$ cat config.mk
export PLATFORM = sky130hd
export DESIGN_NAME = wig_line_gather
export DESIGN_NICKNAME = d
export VERILOG_FILES = /design/src/rtl/wig_pkg.sv /design/src/rtl/wig_cfg_check.sv /design/src/rtl/wig_line_buf.sv /design/src/rtl/wig_gather_fsm.sv /design/src/rtl/wig_line_gather.sv
export SDC_FILE = /design/constraint.sdc
export NUM_CORES = 1
export LEC_CHECK = 0
export BUFFER_PORTS_ARGS = -buffer_cell sky130_fd_sc_hd__buf_2
export CORE_MARGIN = 2
export CORE_UTILIZATION = 45
export CTS_BUF_LIST = sky130_fd_sc_hd__clkbuf_8
export DETAILED_ROUTE_END_ITERATION = 10
export MAX_ROUTING_LAYER = met4
export PLACE_DENSITY = 0.62
export SKIP_CTS_REPAIR_TIMING = 1
export SYNTH_ARGS = -nofsm -noshare
export SYNTH_HDL_FRONTEND = slang
export SYNTH_SLANG_ARGS = --single-unit
$ cat constraint.sdc
create_clock -name clk -period 8.4 [get_ports clk]
set_input_delay 1.68 -clock clk [delete_from_list [all_inputs] [get_ports clk]]
set_output_delay 1.68 -clock clk [all_outputs]
set_load 0.01 [all_outputs]
$ cat src/rtl/wig_pkg.sv
// Package: shared state encoding and PCI command codes for the
// cache-line write gathering unit.
package wig_pkg;

    typedef enum logic [1:0] {
        ST_FILL   = 2'd0,
        ST_BURST  = 2'd1,
        ST_SINGLE = 2'd2
    } wig_state_e;

    localparam logic [3:0] CMD_MWI = 4'hF;   // memory write and invalidate
    localparam logic [3:0] CMD_MW  = 4'h7;   // plain memory write

endpackage

$ cat src/rtl/wig_cfg_check.sv
// Module: wig_cfg_check
// Decides whether line gathering may be used with the present settings,
// flags an unusable configuration, and chooses the command for
// single-beat writes. Assumes settings are quasi-static.
module wig_cfg_check
    import wig_pkg::*;
#(
    parameter int LSIZE_W    = 8,
    parameter int LINE_WORDS = 8
) (
    input  logic               clk,
    input  logic               rst_n,
    input  logic               mode_en,
    input  logic [3:0]         cmd,
    input  logic [LSIZE_W-1:0] line_size,
    output logic               gather_ok,
    output logic [3:0]         pass_cmd,
    output logic               cfg_err
);

    logic settings_match;

    // Settings are usable when line size and command both fit the mode
    always_comb begin
        settings_match = (line_size == LSIZE_W'(LINE_WORDS)) && (cmd == CMD_MWI);
        gather_ok      = mode_en && settings_match;
        pass_cmd       = mode_en ? CMD_MW : cmd;
    end

    // Register the error flag
    always_ff @(posedge clk) begin
        if (!rst_n) cfg_err <= 1'b0;
        else        cfg_err <= mode_en && !settings_match;
    end

endmodule

$ cat src/rtl/wig_line_buf.sv
// Module: wig_line_buf
// Storage for one cache line: one write port indexed by word, one
// combinational read port. Contents need no reset because the controller
// never reads a word it has not written for the current line.
module wig_line_buf #(
    parameter int DATA_W = 32,
    parameter int DEPTH  = 8,
    localparam int IDX_W = $clog2(DEPTH)
) (
    input  logic              clk,
    input  logic              we,
    input  logic [IDX_W-1:0]  widx,
    input  logic [DATA_W-1:0] wdata,
    input  logic [IDX_W-1:0]  ridx,
    output logic [DATA_W-1:0] rdata
);

    logic [DATA_W-1:0] words [DEPTH];

    // One register per word, loaded when its index is written
    for (genvar g = 0; g < DEPTH; g++) begin : g_word
        always_ff @(posedge clk) begin
            if (we && (widx == IDX_W'(g))) words[g] <= wdata;
        end
    end

    // Read port
    always_comb rdata = words[ridx];

endmodule

$ cat src/rtl/wig_gather_fsm.sv
// Module: wig_gather_fsm
// Accepts local writes, fills the line buffer and sequences the outbound
// burst, or forwards single beats when gathering is not usable. Assumes
// LINE_WORDS is a power of two and addresses are byte addresses of
// 32-bit words.
module wig_gather_fsm
    import wig_pkg::*;
#(
    parameter int ADDR_W     = 32,
    parameter int DATA_W     = 32,
    parameter int LINE_WORDS = 8,
    localparam int IDX_W     = $clog2(LINE_WORDS),
    localparam int OFF_W     = $clog2(LINE_WORDS * 4)
) (
    input  logic              clk,
    input  logic              rst_n,
    input  logic              gather_ok,
    input  logic [3:0]        pass_cmd,
    input  logic              lw_valid,
    input  logic [ADDR_W-1:0] lw_addr,
    input  logic [DATA_W-1:0] lw_data,
    output logic              lw_ready,
    output logic              buf_we,
    output logic [IDX_W-1:0]  buf_widx,
    output logic [IDX_W-1:0]  buf_ridx,
    input  logic [DATA_W-1:0] buf_rdata,
    input  logic              ob_ready,
    output logic              ob_valid,
    output logic [ADDR_W-1:0] ob_addr,
    output logic [DATA_W-1:0] ob_data,
    output logic [3:0]        ob_cmd,
    output logic              ob_last,
    output logic              err_align
);

    localparam logic [IDX_W-1:0] LAST_IDX = IDX_W'(LINE_WORDS - 1);

    wig_state_e        state;
    logic [IDX_W-1:0]  wr_cnt;
    logic [IDX_W-1:0]  rd_idx;
    logic [ADDR_W-1:0] base_addr;
    logic [ADDR_W-1:0] sgl_addr;
    logic [DATA_W-1:0] sgl_data;
    logic [3:0]        sgl_cmd;
    logic              accept;
    logic              first_word;
    logic              misaligned;

    // Handshake and classification of the incoming word
    always_comb begin
        lw_ready   = (state == ST_FILL);
        accept     = lw_valid && lw_ready;
        first_word = (wr_cnt == '0);
        misaligned = |lw_addr[OFF_W-1:0];
        buf_we     = accept && (!first_word || (gather_ok && !misaligned));
        buf_widx   = wr_cnt;
        buf_ridx   = rd_idx;
    end

    // Control state, counters and single-beat holding registers
    always_ff @(posedge clk) begin
        if (!rst_n) begin
            state     <= ST_FILL;
            wr_cnt    <= '0;
            rd_idx    <= '0;
            base_addr <= '0;
            sgl_addr  <= '0;
            sgl_data  <= '0;
            sgl_cmd   <= CMD_MW;
            err_align <= 1'b0;
        end else begin
            err_align <= 1'b0;
            unique case (state)
                ST_FILL: begin
                    if (accept) begin
                        if (first_word && !gather_ok) begin
                            sgl_addr <= lw_addr;
                            sgl_data <= lw_data;
                            sgl_cmd  <= pass_cmd;
                            state    <= ST_SINGLE;
                        end else if (first_word && misaligned) begin
                            sgl_addr  <= lw_addr;
                            sgl_data  <= lw_data;
                            sgl_cmd   <= CMD_MW;
                            err_align <= 1'b1;
                            state     <= ST_SINGLE;
                        end else begin
                            if (first_word) base_addr <= lw_addr;
                            if (wr_cnt == LAST_IDX) begin
                                wr_cnt <= '0;
                                rd_idx <= '0;
                                state  <= ST_BURST;
                            end else begin
                                wr_cnt <= wr_cnt + 1'b1;
                            end
                        end
                    end
                end
                ST_BURST: begin
                    if (ob_ready) begin
                        if (rd_idx == LAST_IDX) state  <= ST_FILL;
                        else                    rd_idx <= rd_idx + 1'b1;
                    end
                end
                ST_SINGLE: begin
                    if (ob_ready) state <= ST_FILL;
                end
                default: state <= ST_FILL;
            endcase
        end
    end

    // Outbound beat selection
    always_comb begin
        ob_valid = (state != ST_FILL);
        if (state == ST_BURST) begin
            ob_addr = base_addr | (ADDR_W'(rd_idx) << 2);
            ob_data = buf_rdata;
            ob_cmd  = CMD_MWI;
            ob_last = (rd_idx == LAST_IDX);
        end else begin
            ob_addr = sgl_addr;
            ob_data = sgl_data;
            ob_cmd  = sgl_cmd;
            ob_last = 1'b1;
        end
    end

endmodule

$ cat src/rtl/wig_line_gather.sv
// Module: wig_line_gather (top)
// Gathers eight local writes into one write-and-invalidate burst, or
// forwards single beats when the mode is off or misconfigured. Assumes
// the downstream side keeps bus ownership while ob_valid stays high.
module wig_line_gather #(
    parameter int ADDR_W     = 32,
    parameter int DATA_W     = 32,
    parameter int LINE_WORDS = 8,
    parameter int LSIZE_W    = 8,
    localparam int IDX_W     = $clog2(LINE_WORDS)
) (
    input  logic               clk,
    input  logic               rst_n,
    input  logic               cfg_wi_en,
    input  logic [3:0]         cfg_cmd,
    input  logic [LSIZE_W-1:0] cfg_line_size,
    input  logic               lw_valid,
    input  logic [ADDR_W-1:0]  lw_addr,
    input  logic [DATA_W-1:0]  lw_data,
    output logic               lw_ready,
    output logic               ob_valid,
    input  logic               ob_ready,
    output logic [ADDR_W-1:0]  ob_addr,
    output logic [DATA_W-1:0]  ob_data,
    output logic [3:0]         ob_cmd,
    output logic               ob_last,
    output logic               cfg_err,
    output logic               err_align
);

    logic              gather_ok;
    logic [3:0]        pass_cmd;
    logic              buf_we;
    logic [IDX_W-1:0]  buf_widx;
    logic [IDX_W-1:0]  buf_ridx;
    logic [DATA_W-1:0] buf_rdata;

    wig_cfg_check #(.LSIZE_W(LSIZE_W), .LINE_WORDS(LINE_WORDS)) u_cfg (
        .clk(clk), .rst_n(rst_n), .mode_en(cfg_wi_en), .cmd(cfg_cmd),
        .line_size(cfg_line_size), .gather_ok(gather_ok),
        .pass_cmd(pass_cmd), .cfg_err(cfg_err)
    );

    wig_line_buf #(.DATA_W(DATA_W), .DEPTH(LINE_WORDS)) u_buf (
        .clk(clk), .we(buf_we), .widx(buf_widx), .wdata(lw_data),
        .ridx(buf_ridx), .rdata(buf_rdata)
    );

    wig_gather_fsm #(.ADDR_W(ADDR_W), .DATA_W(DATA_W), .LINE_WORDS(LINE_WORDS)) u_fsm (
        .clk(clk), .rst_n(rst_n), .gather_ok(gather_ok), .pass_cmd(pass_cmd),
        .lw_valid(lw_valid), .lw_addr(lw_addr), .lw_data(lw_data),
        .lw_ready(lw_ready), .buf_we(buf_we), .buf_widx(buf_widx),
        .buf_ridx(buf_ridx), .buf_rdata(buf_rdata), .ob_ready(ob_ready),
        .ob_valid(ob_valid), .ob_addr(ob_addr), .ob_data(ob_data),
        .ob_cmd(ob_cmd), .ob_last(ob_last), .err_align(err_align)
    );

endmodule

# Yosys cells after proc, flatten, opt, wreduce, memory -nomap -nowiden
# Memory sizes are Yosys's and may differ from the RTL's. A register that Yosys moved wholly into a read port is not among the register bits.
# Cells that the tools add are included.
[classes] addsub=2 n_eq_ne=21 muxes=67 n_bitwise=6 reduce_logical=40
[op_table] cell="$mux W32" n=13
[op_table] cell="$reduce_or A32 Y1" n=7
[op_table] cell="$mux W3" n=16
[op_table] cell="$or A32 B5 Y32" n=1
[op_table] cell="$mux W1" n=25
[op_table] cell="$logic_and A1 B1 Y1" n=16
[op_table] cell="$mux W4" n=4
[op_table] cell="$eq A3 B3 Y1 const B" n=5
[op_table] cell="$mux W2" n=7
[op_table] cell="$ne A2 B2 Y1 const B" n=5
[op_table] cell="$reduce_and A5 Y1" n=2
[op_table] cell="$eq A8 B4 Y1 const B" n=1
[op_table] cell="$reduce_and A7 Y1" n=1
[op_table] cell="$add A3 B1 Y3 const B" n=2
[op_table] cell="$eq A3 B2 Y1 const B" n=2
[op_table] cell="$ne A2 B1 Y1 const B" n=3
[op_table] cell="$pmux W2 S3" n=1
[op_table] cell="$pmux W3 S2" n=1
[op_table] cell="$reduce_bool A2 Y1" n=3
[op_table] cell="$not A1 Y1" n=5
[op_table] cell="$reduce_or A5 Y1" n=1
[op_table] cell="$eq A4 B4 Y1 const B" n=1
[op_table] cell="$logic_not A1 Y1" n=4
[op_table] cell="$ne A4 B1 Y1 const B" n=1
[op_table] cell="9 further kinds" n=9
[word_totals] ff_bits=110 mem_bits_rw=256 input_bits=81 out_inout_bits=73 word_cells=146 n_memories=1
[mem_list] name="u_buf.words" words=8 width=32 rd=1 rd_clocked_by_memory_dff=1 write_ports=1 line_no="wig_line_buf.sv:18" rtl="logic [DATA_W-1:0] words [DEPTH];"

# Logic depth before layout (Yosys ltp)
# Gate-level depths: netlist of the first run.
[logic_depth] word_depth=17 ltp_mapped=8 ltp_nobuf=6

# Modules after synthesis
# Synthesis of the first run repeated with hierarchy kept, for this count alone.
[unflattened] cells_unflattened=966 area_unflattened_um2=15018.2
[modules_own_cells] module="wig_line_buf" instances=1 cells_each=383 area_per_inst_um2=9825.7
[modules_own_cells] module="wig_gather_fsm" instances=1 cells_each=572 area_per_inst_um2=5088.6
[modules_own_cells] module="wig_cfg_check" instances=1 cells_each=11 area_per_inst_um2=103.8

# Worst setup path after synthesis of the first run
# Ideal clock, no wire load.
[synth_path] path_type="input to register" from="input lw_addr[1]" to="memory u_buf.words[1][0] (enable)" t_arrival_ns=5.151 required_time_ns=7.932 slack_ns=2.781 cell_stages=4 n_path_buf=0 path_cell_list="or4_4 > o21bai_1 > o211ai_1 > nor3b_1"
[synth_between] elab_chain_cells=16 elab_cells_between_ends=50 cone_classes="mux (30); reduce/logical (20)"
[synth_lines] item="from (decl)" line_no="wig_line_gather.sv:18" rtl="input logic [ADDR_W-1:0] lw_addr,"
[synth_lines] item="$reduce_or A5 Y1 *" line_no="wig_gather_fsm.sv:54" rtl="misaligned = |lw_addr[OFF_W-1:0];"
[synth_lines] item="$logic_not A1 Y1 *" line_no="wig_gather_fsm.sv:55" rtl="buf_we = accept && (!first_word || (gather_ok && !misaligned));"
[synth_lines] item="$logic_and A1 B1 Y1 *" line_no="wig_gather_fsm.sv:55"
[synth_lines] item="$logic_or A1 B1 Y1 *" line_no="wig_gather_fsm.sv:55"
[synth_lines] item="$logic_and A1 B1 Y1 *" line_no="wig_gather_fsm.sv:55"
[synth_lines] item="$logic_and A1 B1 Y1" line_no="wig_line_buf.sv:23" rtl="if (we && (widx == IDX_W'(g))) words[g] <= wdata;"
[synth_lines] item="$mux W1" line_no="wig_line_buf.sv:23"
[synth_lines] item="$mux W1 (implied by the code)" line_no="wig_line_buf.sv:23"
[synth_lines] item="$reduce_or A32 Y1 (no line)"
[synth_lines] item="$mux W3 (no line) or $mux W1 (tied branches) (7 in a row)"
[synth_lines] item="to (decl)" line_no="wig_line_buf.sv:18"
# Mark *: on every way between the ends. The rest lies on a longest branch, timed or not.

==> impl_metrics.yaml, run 1 <==
power_and_ir_drop:
  ir_drop_v: 0.000136
  clkPwrFrac_pct: 41.6
  p_leak_nw: 6.34
  switching_power_w: 0.000902
  p_sw_share_pct: 23.1
  intPower_w: 0.00301
  comb_power_share_pct: 7.3
  powerDensity_nw_per_um2: 213
  power.share.sequential_pct: 51.1
placed_design:
  placed_area_um2: 17000
  gp_congestion: 0.790
  port_buffers: 153
  hpwl_um: 21100
synthesis:
  netlist_top_cells_count: "256 x edfxtp_1, 159 x nand2_1, 113 x dfxtp_1"
  syn_nets: 1252
  avgSynthCellArea_um2: 13.7
  synth_area_leaders: "edfxtp_1 48%, dfxtp_1 14%, mux4_2 9.0%, mux2i_1 3.9%, nand2_1 3.7%"
  synth_edf_count: 256
  synthArstFlopShare_pct: 0
  syn-cell-area_um2: 15900
  postSynthCellCount: 1163
  ys.flop_type: "edfxtp_1"
  synth_top_area_share_pct: 48.2
  yosys_warnings: 0
  yosysMostFrequentCell: "edfxtp_1"
  synth-seq-cells: 369
  yosysUniqueCellTypes: 47
  yosysTopAreaCell: "edfxtp_1"
  synth-seq-area-share_pct: 62.4
critical_path:
  path_max_fanout: 37
  cp.required_ns: 6.72
  crit_path_start_kind: "flip-flop"
  crit_family: "buffers and inverters"
  worstPathArrival_ns: 3.25
  slowest_delay_ns: 0.75
  slowest_stage: "dfxtp_4"
  crit_path_cell_trace: "buf_4 -> mux4_2 -> mux2i_1 -> o21ai_0 -> buf_2"
  end_kind: "primary output"
  path_buf_inv: 2
  critPathKind: "flip-flop to primary output"
detailed_routing:
  drtIter0Drc: 851
  post_drt_wl_per_cell_um: 20.9
  vias: 10337
  routed.top_layer: "met4"
  vias_per_cell: 5.74
  wl_met3_um: 2020
  met1_length_um: 16200
  antenna_violating_nets_post_route: 0
  dr_wl_met2_um: 18600
  wirelength_um: 37600
  drc: 0
  first_pass_iters: 4
cts:
  cts_buffers: 60
  cts_root_buffer: "clkbuf_8"
  clkSinkCount: 369
  ctsLongestPathBuffers: 3
  clk_pin_slew_worst_paths_ns: 0.06
  cts_tree: "built"
  clk_latency_ns: 0.62
  cts.htree.levels: 2
global_route:
  grt_max_degree: 107
  grt_pass1_wl_um: 58600
  grt_pass1_vias: 10435
  antenna_found_initial: 3
  grtUsageTotal_pct: 21.3
  grt_overflow_total: 0
finish:
  fin_util_pct: 52.8
  final_layout_size_suffix_gt1_share_pct: 27.6
  fillCellCount: 2947
  stdcell_area_um2: 18300
  fin_nets: 1383
  syn2layout_area_growth_pct: 14.9
hold_path:
  worstHoldPathType: "flip-flop to flip-flop"
sta:
  slew_violations: 0
  fin_setup_tns_ns: 0
  worst_slew_pin_slew_ns: 1.08
  hold_violations: 0
  fin_crit_ns: 4.93
  setup_viol: 0
  skew_ns: 0.0318
  rsz0062_at_grt: "no"
  fmax_mhz: 203
  max-slew-margin-rel_pct: 28.0
  worst_hold_slack_ns: 0.454
  fin_crit_sh_pct: 58.7
floorplan:
  die_x_um: 192
  start_util_pct: 45.9
  die_height_um: 192
  core_area_um2: 34700
  num_rows: 68
  io_pins: 154
  die_area_um2: 36900
flow_run:
  cap_viol_max_count: 0
outcome:
  status: "completed"
-- cell families (layout without fill, tap and decap cells) --
group	Yosys count	in the layout	share of synthesized area, %
AND/OR/NAND/NOR	306	306	9.33
buffers and inverters	110	289	3.05
multiplexers	155	155	15.0
flip-flops	369	369	62.4
adder cells (fa/ha/maj)	8	8	0.628
other	0	3	0
AO/OA/AOI/OAI	215	215	9.57
-- layout by cell type, fill, tap and decap left out, drive strengths merged, types with 3 or more instances in the layout --
| master | synthesis | final |
|---|---|---|
| edfxtp | 256 | 256 |
| buf | 27 | 170 |
| nand2 | 159 | 159 |
| dfxtp | 113 | 113 |
| clkbuf | 74 | 73 |
| mux4 | 64 | 64 |
| mux2i | 62 | 62 |
| o311ai | 59 | 59 |
| nand3 | 39 | 39 |
| o21ai | 37 | 37 |
| a21oi | 35 | 35 |
| and2 | 34 | 34 |
| a2bb2oi | 32 | 32 |
| inv | 9 | 32 |
| mux2 | 29 | 29 |
| a31oi | 28 | 28 |
| or3 | 27 | 27 |
| clkinv | 0 | 10 |
| ha | 8 | 8 |
| nor3 | 8 | 8 |
| nor2 | 8 | 8 |
| and3 | 8 | 8 |
| a211oi | 7 | 7 |
| nand2b | 7 | 7 |
| o31ai | 4 | 4 |
| o2111ai | 4 | 4 |
| bufinv | 0 | 4 |
| diode | 0 | 3 |
| o221ai | 3 | 3 |
| nor3b | 3 | 3 |
-- per-stage QoR --
step | setup slack (ns) | cells | total power (W)
2_1_floorplan | 2.78 | 1163 | 0.00220
3_5_place_dp | 3.56 | 1687 | 0.00232
3_3_place_gp | 3.69 | 1687 | 0.00231
4_1_cts | 3.31 | 1797 | 0.00395
6_report | 3.47 | 1800 | 0.00391
5_1_grt | 3.19 | 1800 | 0.00406
-- power groups by stage --
stage	Combinational, W	Clock (W)	Sequential, W
after floorplan	0.000175	0	0.00203
after global placement	0.000278	0	0.00203
after detailed placement	0.000284	0	0.00204
after CTS	0.000285	0.00166	0.00200
after global routing	0.000314	0.00174	0.00200
final	0.000284	0.00163	0.00200
-- tightest hold or removal path, delay by kind of cell (launching register included) --
kind	cells	cell delay (ns)
DFF	1	0.30
and+or+nand+nor	1	0.05
muxes	1	0.05
-- per-layer routing --
| layer | global-route usage (%) | up-vias |
|---|---|---|
| li1 | - | 4808 |
| met1 | 27.2 | 5189 |
| met2 | 35.0 | 280 |
| met3 | 3.62 | 60 |
| met4 | 6.37 | 0 |
| met5 | - | - |
-- state kept, by name, summed over array words and instances, names as in the netlist, named ones only --
register	count
u_fsm.buf_ridx	3
u_cfg.cfg_err	1
u_buf.words	256
u_fsm.sgl_data	32
u_fsm.base_addr	32
u_fsm.sgl_cmd	4
u_fsm.sgl_addr	32
u_fsm.err_align	1
u_fsm.buf_widx	3
u_fsm.state	2
-- final timing paths --
check                                    startpoint                   to  slack, ns  cells past startpoint
worst min-delay path            u_fsm.base_addr[28]  u_fsm.base_addr[28]       0.45                      2
worst min register to register  u_fsm.base_addr[28]  u_fsm.base_addr[28]       0.45                      2
worst max register to register    u_fsm.buf_widx[0]   u_fsm.base_addr[4]       5.25                      8
worst max-delay path                      flip-flop          ob_data[10]       3.47                      5
-- area by class of cell --
class	instances	area, um2	share of cell area (%)
inverters	9	33.8	0.184
well taps	455	569	3.11
diodes	3	7.51	0.0410
repair buffers	170	896	4.89
clock inverters	37	284	1.55
flip-flops and latches	369	9960	54.4
multi-input cells	684	5560	30.4
clock buffers	73	1000	5.49
No activity file was read; power rests on OpenSTA's default activity.
==> run 2: changes to the inputs <==
--- a/config.mk
+++ b/config.mk
@@ -5,13 +5,14 @@
 export SDC_FILE = /design/constraint.sdc
 export NUM_CORES = 1
 export LEC_CHECK = 0
+export ABC_AREA = 1
 export BUFFER_PORTS_ARGS = -buffer_cell sky130_fd_sc_hd__buf_2
 export CORE_MARGIN = 2
 export CORE_UTILIZATION = 45
 export CTS_BUF_LIST = sky130_fd_sc_hd__clkbuf_8
 export DETAILED_ROUTE_END_ITERATION = 10
 export MAX_ROUTING_LAYER = met4
-export PLACE_DENSITY = 0.62
+export PLACE_DENSITY = 0.65
 export SKIP_CTS_REPAIR_TIMING = 1
 export SYNTH_ARGS = -nofsm -noshare
 export SYNTH_HDL_FRONTEND = slang
==> constraint.sdc (replaced) <==
create_clock -name clk -period 4.1 [get_ports clk]
set_input_delay 0.82 -clock clk [delete_from_list [all_inputs] [get_ports clk]]
set_output_delay 0.82 -clock clk [all_outputs]
set_load 0.01 [all_outputs]
==> impl_metrics.yaml, run 2 <==
sta:
  fmax_mhz: 290
  fin_setup_tns_ns: 0
  fin_crit_ns: 3.45
  fin_crit_sh_pct: 84.2
  skew_ns: 0.0163
  setup_viol: 0
  hold_violations: 0
  max-slew-margin-rel_pct: 40.6
  setup_ws_ns: 0.647
  slew_violations: 0
  worst_slew_pin_slew_ns: 0.891
  worst_hold_slack_ns: 0.445
  rsz0062_at_grt: "no"
global_route:
  grt_overflow_total: 0
  grtUsageTotal_pct: 20.6
  grt_pass1_wl_um: 56800
  grt_max_degree: 84
  antenna_found_initial: 3
  grt_pass1_vias: 10865
floorplan:
  core_area_um2: 33400
  die_area_um2: 35200
  start_util_pct: 45.4
  io_pins: 154
  num_rows: 67
  die_x_um: 188
  die_height_um: 188
finish:
  register_area_um2: 9950
  regMostFlops: "u_buf.words"
  fillCellCount: 3093
  mostFrequentLayoutCells: "335 x nor2_1, 256 x edfxtp_1, 218 x nand2_1"
  fin_nets: 1724
  syn2layout_area_growth_pct: 15.5
  instances_no_fill: 2137
  multi_input_area_um2: 4400
  final_layout_size_suffix_gt1_share_pct: 16.9
  largest_reg_flops: 256
  final_common_cell: "nor2_1"
critical_path:
  crit_path_cell_trace: "clkinv_2 -> buf_4 -> o21ai_0 -> o221ai_1 -> nand3_1 -> o21ai_0 -> buf_2"
  end_kind: "primary output"
  cpMostUsedCell: "o21ai_0"
  path_buf_inv: 3
  slowest_delay_ns: 0.44
  worstPathArrival_ns: 2.63
  crit_path_start_kind: "flip-flop"
  cp.required_ns: 3.28
  crit_family: "buffers and inverters"
  path_max_fanout: 45
  cp.depth: 7
  slowest_stage: "clkinv_2"
  critPathKind: "flip-flop to primary output"
  reg2reg_depth: 10
synthesis:
  postSynthCellCount: 1488
  synth-seq-cells: 369
  yosysMostFrequentCell: "nor2_1"
  synth_area_leaders: "edfxtp_1 51%, dfxtp_1 15%, nor2_1 8.3%, o21ai_0 6.2%, nand2_1 5.4%"
  synth_top_area_share_pct: 50.7
  yosys_warnings: 0
  netlist_top_cells_count: "336 x nor2_1, 256 x edfxtp_1, 218 x nand2_1"
  syn-cell-area_um2: 15200
  ys.flop_type: "edfxtp_1"
  synth_edf_count: 256
  synthArstFlopShare_pct: 0
  yosysTopAreaCell: "edfxtp_1"
  synth-seq-area-share_pct: 65.6
  avgSynthCellArea_um2: 10.2
  yosysUniqueCellTypes: 32
  syn_nets: 1577
placed_design:
  place_ws_ns: 1.04
  gp_congestion: 0.786
  dp_cells: 2022
  port_buffers: 153
  hpwl_um: 20500
cts:
  cts_buffers: 59
  clk_latency_ns: 0.59
  clkSinkCount: 369
  cts_root_buffer: "clkbuf_8"
  ctsLongestPathBuffers: 3
  clk_pin_slew_worst_paths_ns: 0.06
  cts_tree: "built"
  cts.htree.levels: 2
detailed_routing:
  post_drt_wl_per_cell_um: 16.5
  antenna_violating_nets_post_route: 0
  drtIter0Drc: 819
  vias: 10939
  wirelength_um: 35200
  first_pass_iters: 5
  vias_per_cell: 5.12
  drc: 0
power_and_ir_drop:
  ir_drop_v: 0.000309
  p_leak_nw: 6.84
  powerDensity_nw_per_um2: 435
hold_path:
  worstHoldPathType: "flip-flop to flip-flop"
  hold_depth: 2
outcome:
  status: "completed"
flow_run:
  cap_viol_max_count: 0
## run 2: changes by cell type after synthesis, sizes merged, moves of 59 or more
cell,delta
mux4,-64
nand2,+64
mux2i,-62
nor2,+331
inv,+88
o311ai,-59
o21ai,+161
## run 2: final timing paths
path | startpoint | end | slack, ns
setup / recovery | flip-flop | ob_data[3] | 0.65
hold / removal | u_fsm.base_addr[4] | u_fsm.base_addr[4] | 0.45
setup reg to reg | u_fsm.buf_widx[0] | u_buf.words[2][19] | 1.54
hold reg to reg | u_fsm.base_addr[4] | u_fsm.base_addr[4] | 0.45
## run 2: final cells by class
class / count / area share [%]
timing repair buffer: 181 / 5.80
sequential: 369 / 56.8
clock inverter: 40 / 1.32
tap: 448 / 3.20
inverter: 97 / 2.10
clock buffer: 71 / 5.58
antenna: 4 / 0.0571
multi-input combinational: 927 / 25.1
## run 2: report_power, final
group          switching, W  internal [W]
combinational      0.000261      0.000143
clock               0.00142       0.00175
sequential        0.0000144       0.00403
total               0.00169       0.00592
## run 2: through the flow
step	utilization (%)	total power (W)	instance area, um2
6_report	52.5	0.00761	17500
2_1_floorplan	-	0.00436	15200
5_1_grt	52.5	0.00791	17500
3_3_place_gp	48.8	0.00452	16300
4_1_cts	52.5	0.00769	17500
3_5_place_dp	48.8	0.00453	16300
## run 2: per-layer routing
metal	up-vias	share of wire, %	wire length, um	track usage [%]
met3	48	6.4	2250	4.23
met2	329	47	16400	32.9
met4	0	2.1	756	6.30
met5	-	0	0	-
met1	5181	45	15800	26.7
li1	5381	-	-	-
## run 2: worst reg2reg max path: stages (launching register included)
cell     delay (ns)
dfxtp_1        0.37
inv_1          0.09
ha_1           0.22
nand2_2        0.12
inv_2          0.08
o21ai_2        0.08
nand2_1        0.12
nor2_1         0.26
inv_1          0.21
nor3_2         0.14
buf_4          0.45
## run 2: logic make-up (layout without fill, tap and decap cells)
family,Yosys count,after routing,share of synthesized area [%]
compound gates,280,280,10.9
fa+ha+maj,8,8,0.660
buf+inv,192,389,5.59
flops,369,369,65.6
other cells,0,4,0
simple gates,639,639,17.2
